[src/rtl/burst_pkg.sv]
package burst_pkg;

  // Command from the control to the datapath for one clock edge
  typedef struct packed {
    logic load;   // capture the pins, restart the beat count
    logic step;   // move to the next beat
  } seqCmd_t;

  typedef enum logic {
    ORDER_LINEAR     = 1'b0,
    ORDER_INTERLEAVE = 1'b1
  } burstOrder_e;

endpackage

[src/rtl/burst_ctrl.sv]
module burst_ctrl
  import burst_pkg::*;
(
  input  logic    procStrobeN,
  input  logic    ctrlStrobeN,
  input  logic    chipSelN,
  input  logic    advanceN,
  input  logic    sleep,
  output seqCmd_t cmd
);

  logic procStart;
  logic ctrlStart;
  logic anyStart;

  // The processor strobe counts only while the chip is selected
  assign procStart = !procStrobeN && !chipSelN;
  assign ctrlStart = !ctrlStrobeN;
  assign anyStart  = procStart || ctrlStart;

  always_comb begin
    cmd = '0;
    if (!sleep) begin
      cmd.load = anyStart;
      cmd.step = !anyStart && !advanceN;
    end
  end

endmodule

[src/rtl/burst_dp.sv]
module burst_dp
  import burst_pkg::*;
#(
  parameter int ADDR_W = 18,
  parameter int CNT_W  = 2
) (
  input  logic              clk,
  input  logic              rstN,
  input  logic [ADDR_W-1:0] addrIn,
  input  logic              orderSel,
  input  seqCmd_t           cmd,
  output logic [ADDR_W-1:0] wordAddr
);

  localparam int UPPER_W = ADDR_W - CNT_W;

  logic [ADDR_W-1:0] baseQ;
  logic [CNT_W-1:0]  beatQ;
  logic [CNT_W-1:0]  linLow;
  logic [CNT_W-1:0]  intLow;
  logic [CNT_W-1:0]  lowBits;

  always_ff @(posedge clk or negedge rstN) begin
    if (!rstN) begin
      baseQ <= '0;
      beatQ <= '0;
    end else if (cmd.load) begin
      baseQ <= addrIn;
      beatQ <= '0;
    end else if (cmd.step) begin
      beatQ <= beatQ + 1'b1;
    end
  end

  // Linear order: the carry stays inside the low field, so it wraps
  assign linLow = baseQ[CNT_W-1:0] + beatQ;

  // Interleaved order: each low bit flips with the matching count bit
  for (genvar b = 0; b < CNT_W; b++) begin : g_xorBit
    assign intLow[b] = baseQ[b] ^ beatQ[b];
  end

  assign lowBits  = (burstOrder_e'(orderSel) == ORDER_INTERLEAVE) ? intLow : linLow;
  assign wordAddr = {baseQ[ADDR_W-1:CNT_W], lowBits};

  // any honoured start clears the beat count, whatever advance did
  p_load_clears_r8: assert property (@(posedge clk) disable iff (!rstN)
    cmd.load |=> (beatQ == '0));

  // the upper field moves only on a load
  p_upper_fixed_r5: assert property (@(posedge clk) disable iff (!rstN)
    !cmd.load |=> (wordAddr[ADDR_W-1:CNT_W] == $past(wordAddr[ADDR_W-1:CNT_W])));

  // no command means the beat count holds
  p_idle_count_r7: assert property (@(posedge clk) disable iff (!rstN)
    (!cmd.load && !cmd.step) |=> $stable(beatQ));

  if (UPPER_W < 1) begin : g_badWidth
    initial $error("address must be wider than the beat counter");
  end

endmodule

[src/rtl/burst_addr_seq.sv]
module burst_addr_seq
  import burst_pkg::*;
#(
  parameter int ADDR_W = 18,
  parameter int CNT_W  = 2
) (
  input  logic              clk,
  input  logic              rstN,
  input  logic [ADDR_W-1:0] addrIn,
  input  logic              procStrobeN,
  input  logic              ctrlStrobeN,
  input  logic              chipSelN,
  input  logic              advanceN,
  input  logic              orderSel,
  input  logic              sleep,
  output logic [ADDR_W-1:0] wordAddr
);

  seqCmd_t cmd;

  burst_ctrl u_ctrl (
    .procStrobeN (procStrobeN),
    .ctrlStrobeN (ctrlStrobeN),
    .chipSelN    (chipSelN),
    .advanceN    (advanceN),
    .sleep       (sleep),
    .cmd         (cmd)
  );

  burst_dp #(.ADDR_W(ADDR_W), .CNT_W(CNT_W)) u_dp (
    .clk      (clk),
    .rstN     (rstN),
    .addrIn   (addrIn),
    .orderSel (orderSel),
    .cmd      (cmd),
    .wordAddr (wordAddr)
  );

  // controller strobe loads the pins regardless of chip select
  p_ctrl_load_r2: assert property (@(posedge clk) disable iff (!rstN)
    (!sleep && !ctrlStrobeN) |=> (wordAddr == $past(addrIn)));

  // gated processor strobe loads the pins
  p_proc_load_r3: assert property (@(posedge clk) disable iff (!rstN)
    (!sleep && !procStrobeN && !chipSelN) |=> (wordAddr == $past(addrIn)));

  // deselected processor strobe with no advance leaves the address alone
  p_proc_gated_r4: assert property (@(posedge clk) disable iff (!rstN)
    (!sleep && ctrlStrobeN && chipSelN && advanceN)
      |=> ($stable(wordAddr) || !$stable(orderSel)));

  // sleep freezes the address
  p_sleep_hold_r9: assert property (@(posedge clk) disable iff (!rstN)
    sleep |=> ($stable(wordAddr) || !$stable(orderSel)));

  // a linear step adds one to the low field
  p_lin_step_r5: assert property (@(posedge clk) disable iff (!rstN)
    (!sleep && ctrlStrobeN && (procStrobeN || chipSelN) && !advanceN && !orderSel)
      |=> (orderSel ||
           (wordAddr[CNT_W-1:0] == CNT_W'($past(wordAddr[CNT_W-1:0]) + 1'b1))));

endmodule

[config.mk]
export PLATFORM = sky130hd
export DESIGN_NAME = burst_addr_seq
export DESIGN_NICKNAME = d
export VERILOG_FILES = /design/src/rtl/burst_pkg.sv /design/src/rtl/burst_ctrl.sv /design/src/rtl/burst_dp.sv /design/src/rtl/burst_addr_seq.sv
export SDC_FILE = /design/constraint.sdc
export NUM_CORES = 1
export LEC_CHECK = 0
export ABC_AREA = 1
export BUFFER_PORTS_ARGS = -buffer_cell sky130_fd_sc_hd__buf_2
export CORE_ASPECT_RATIO = 1.1
export CORE_MARGIN = 1.5
export CORE_UTILIZATION = 41
export DETAILED_ROUTE_END_ITERATION = 10
export GPL_TIMING_DRIVEN = 1
export PLACE_DENSITY = 0.79
export SYNTH_ARGS = -nofsm -noshare
export SYNTH_HDL_FRONTEND = slang
export SYNTH_SLANG_ARGS = --single-unit
[constraint.sdc]
create_clock -name clk -period 1.25 [get_ports clk]
set_input_delay 0.0625 -clock clk [delete_from_list [all_inputs] [get_ports clk]]
set_output_delay 0.0625 -clock clk [all_outputs]
set_load 0.03 [all_outputs]
* Word-level counts from Yosys, hierarchy flattened
Index checks and enable logic that the tools add are counted.
** Word-level totals
- Bits of input ports :: 26
- Register bits :: 20
- Word-level logic and storage cells :: 19
- Output and inout port bits :: 18
** Cells by class
- Mux-type cells :: 4
- Bitwise gates (word level) :: 2
- Add/subtract/negate cells :: 2
- Reductions and logical operators :: 9
** Operator list (count)
- $mux 2 :: 4
- $logic_not 1->1 :: 5
- $add 2x1->2 const B :: 1
- $add 2x2->2 :: 1
- $logic_and 1x1->1 :: 2
- $reduce_bool 2->1 :: 1
- $xor 1x1->1 :: 2
- $logic_or 1x1->1 :: 1

* Logic depth before layout (Yosys ltp)
- Depth after elaboration :: 8
- Depth in mapped cells :: 7
- Depth with buffers taken out :: 7

* Hierarchy
Synthesis repeated with hierarchy kept, for this count alone.
** Second synthesis, totals
- Cell total of the unflattened synthesis :: 122
- Area, all modules :: 996.0 um2
** Modules (own cells, without submodules)
- burst_dp :: cells an instance 115, sequential area each 500.5 um2, area an instance 965.9 um2, instances 1
- burst_ctrl :: cells an instance 7, sequential area each 0.0 um2, area an instance 30.0 um2, instances 1

* Worst setup path after synthesis
Ideal clock, no wire load.
- Path type :: register to output
- From :: register u_dp.beatQ[0]
- To :: output wordAddr[1]
- Stages on the path, launching flop included :: 8
- Path buffers :: 0
- Setup slack :: 0.231 ns
- Required time :: 1.188 ns
- Data arrival time :: 0.956 ns
- Path through :: dfrtp_1 -> ha_1 -> inv_1 -> nor2_1 -> inv_1 -> nand2_1 -> nand2_1 -> inv_1
** On the way
- Longest elaborated chain between the ends :: 2
** Ends and longest elaborated chain
- start, declared :: RTL line burst_dp.sv:18 : logic [CNT_W-1:0] beatQ;
- start signal, assigned :: RTL line burst_dp.sv:31 : beatQ <= beatQ + 1'b1;
- $add 2x2->2 :: RTL line burst_dp.sv:36 : assign linLow = baseQ[CNT_W-1:0] + beatQ;
- $mux 2 :: RTL line burst_dp.sv:43 : assign lowBits = (burstOrder_e'(orderSel) == ORDER_INTERLEAVE) ? intLow : linLow;
- end, declared :: RTL line burst_addr_seq.sv:16 : output logic [ADDR_W-1:0] wordAddr
No other way between the ends.

* Worst setup path in the final report
- From :: register u_dp.baseQ[0]
- To :: output wordAddr[1]
** On the way
- Longest elaborated chain between the ends :: 2
** Ends and longest elaborated chain
- start, declared :: RTL line burst_dp.sv:17 : logic [ADDR_W-1:0] baseQ;
- start signal, assigned :: RTL line burst_dp.sv:28 : baseQ <= addrIn;
- $add 2x2->2 :: RTL line burst_dp.sv:36
- $mux 2 :: RTL line burst_dp.sv:43
No other way between the ends.

==> flow_metrics.py <==
metrics = {
    "clocking": {
        "clock_latency_ns": 0.30,
        "cts_tree": "done",
        "cts_num_sinks": 20,
        "ctsRootBufferMaster": "clkbuf_4",
        "clk_pin_slew_ns": 0.11,
        "cts_made_buffers": 3,
        "h-tree-depth": 1,
        "clockBufferDepth": 2,
    },
    "hold_path": {
        "hp-class": "in -> reg",
    },
    "sta": {
        "slew_viol_final": 0,
        "rsz0062_at_grt": "true",
        "finalSetupTns_ns": -0.1315,
        "skew_ns": 0.001549,
        "fin_crit_sh_pct": 110.5,
        "period_minus_slack_ns": 1.381,
        "clock.fmax_mhz": 723.9,
        "worstMarginPinSlew_ns": 0.4403,
        "setup_viol": 1,
        "fin_ws_ns": -0.1315,
        "whs_ns": -0.0009649,
        "hold_viol": 1,
        "slew_headroom_pct": 70.65,
    },
    "layout": {
        "layout.cells.non_filler": 202,
        "areaGrowthSynthToFinish_pct": 39.88,
        "diodes": 0,
        "final_util_pct": 61.71,
        "final_layout_size_suffix_gt1_share_pct": 33.72,
        "final_nets": 200,
    },
    "worst_setup_path": {
        "endpoint_kind": "output port",
        "critPathMaxFanout": 2,
        "worst_ep_required_time_ns": 1.19,
        "crit_type": "reg -> out",
        "critPathLaunchType": "flip-flop",
        "crit_arrival_ns": 1.32,
    },
    "place": {
        "io_buffers": 43,
        "placed_cells": 178,
        "gp_routability_congestion": 0.6569,
        "hpwl_mm": 1.460,
    },
    "grt": {
        "overflow": 0,
        "grtUsageTotal_pct": 17.22,
        "grt_pass1_vias": 823,
        "grt_pass1_wl_mm": 3.505,
        "grt_max_degree": 21,
        "antenna_found_initial": 0,
    },
    "die": {
        "rows": 18,
        "ios": 44,
        "fp.dieW_microns": 50.41,
        "start_util_pct": 44.12,
        "dieArea_sq_um": 2780,
        "die_y_microns": 55.15,
        "core-area_sq_um": 2297,
    },
    "route": {
        "routedWlPerCell_microns": 10.76,
        "dr.pass1.iters": 4,
        "avgViaCountPerCell": 4.450,
        "drtAntennaViolNets": 0,
        "wl_mm": 2.173,
        "vias": 899,
        "drtIter0Drc": 9,
        "drc": 0,
    },
    "power_and_ir_drop": {
        "p_leak_nw": 0.7911,
        "p_per_area_nw_per_um2": 1324,
        "ir_drop_mv": 0.8807,
    },
    "logic_synthesis": {
        "synth_area_leaders": "dfrtp_1, nand2_1, buf_4",
        "netlist_top_cells_count": "nand2_1, dfrtp_1, nand3_1",
        "avgSynthCellArea_sq_um": 8.307,
        "ys_ff_latch": 20,
        "ys_types": 13,
        "synth_most_common_cell": "nand2_1",
        "yosys.area.top_type": "dfrtp_1",
        "synth-edff-count": 0,
        "ys_seq_area_share_pct": 49.38,
        "synth_top_cell_area_share_pct": 49.38,
        "syn_nets": 149,
        "syn_area_sq_um": 1013,
        "yosysWarningCount": 0,
        "postSynthCellCount": 122,
        "synth_ff_type": "dfrtp_1",
        "async_reset_ff_share_pct": 100.0,
    },
    "outcome": {
        "status": "complete, but fails checks",
        "violations": "negative hold slack, negative setup slack",
    },
    "job": {
        "maxCapViolCount": 0,
    },
}
==> cell families after synthesis <==
| family | count (synthesis) | share of synthesized area (%) |
|---|---|---|
| AO/OA/AOI/OAI | 2 | 2.346 |
| adder cells (fa/ha/maj) | 1 | 1.234 |
| buffers and inverters | 26 | 16.79 |
| flip-flops | 20 | 49.38 |
| AND/OR/NAND/NOR | 73 | 30.25 |
==> flip-flops by register name, indices dropped and copies added (netlist names) <==
signal / flops
u_dp.beatQ: 2
u_dp.baseQ: 18
==> report_power, final <==
part | leakage (nW) | internal, mW | switching, mW
registers | 0.248 | 0.729 | 0.0490
clock network | 0.0279 | 0.324 | 0.206
logic | 0.515 | 0.222 | 0.347
total | 0.791 | 1.28 | 0.601
==> layout make-up <==
| class | instances | area, sq um |
|---|---|---|
| Fill cell | 221 | 879.6 |
| Tap cell | 30 | 37.54 |
| Clock inverter | 1 | 30.03 |
| Timing Repair Buffer | 65 | 437.9 |
| Clock buffer | 3 | 22.52 |
| Sequential cell | 20 | 500.5 |
| Multi-Input combinational cell | 76 | 362.8 |
| Inverter | 7 | 26.28 |
==> worst paths after layout <==
kind                           startpoint        endpoint  slack, ns  cells past startpoint
min                             addrIn[0]   u_dp.baseQ[0]     -0.001                      3
min reg2reg                u_dp.baseQ[11]  u_dp.baseQ[11]       0.48                      2
max reg2reg                 u_dp.beatQ[0]   u_dp.beatQ[0]       0.35                      4
max                         u_dp.baseQ[0]     wordAddr[1]      -0.13                      7
max in group asynchronous            rstN   u_dp.beatQ[0]       0.73                      2
min in group asynchronous            rstN  u_dp.baseQ[13]       0.21                      2
==> cells in the final DEF (no fill, tap or decap) <==
master          n
nand2_1        45
buf_2          41
nand3_1        20
dfrtp_1        20
dlygate4sd3_1  18
nor2_1          6
inv_1           4
buf_4           4
inv_2           3
clkbuf_4        3
buf_6           2
nor2_4          1
o21ai_4         1
nand2_4         1
o21bai_1        1
ha_4            1
bufinv_16       1
==> timing repair <==
item                                    CTS  global route
pin swaps                                 0             3
hold buffers                             18             0
endpoints found under the hold margin    37             0
endpoints found under the setup margin    2             2
resized for setup                         4             6
buffers inserted                          1             1
==> stage by stage <==
stage          cell area [sq um]  setup WS, ns  power (mW)
3_5_place_dp                1137        0.1210       1.272
2_1_floorplan               1013        0.2311       1.201
3_3_place_gp                1137        0.1912       1.254
6_report                    1418       -0.1315       1.876
4_1_cts                     1389       -0.1194       1.860
5_1_grt                     1418       -0.2205       1.978
==> critical path, cell delays in order, from the launching register on <==
cell	delay [ns]
dfrtp_1	0.42
ha_4	0.15
inv_2	0.04
nor2_4	0.11
nand3_1	0.07
nand2_1	0.07
inv_1	0.04
buf_6	0.13
==> metal layers <==
metal	vias up	part of all wire, %	track usage, %
met4	0	0.55	6.757
met5	-	0	0
met1	401	40	18.77
met3	2	5.2	2.957
li1	467	-	-
met2	29	54	33.77
No activity file was read; power rests on OpenSTA's default activity.
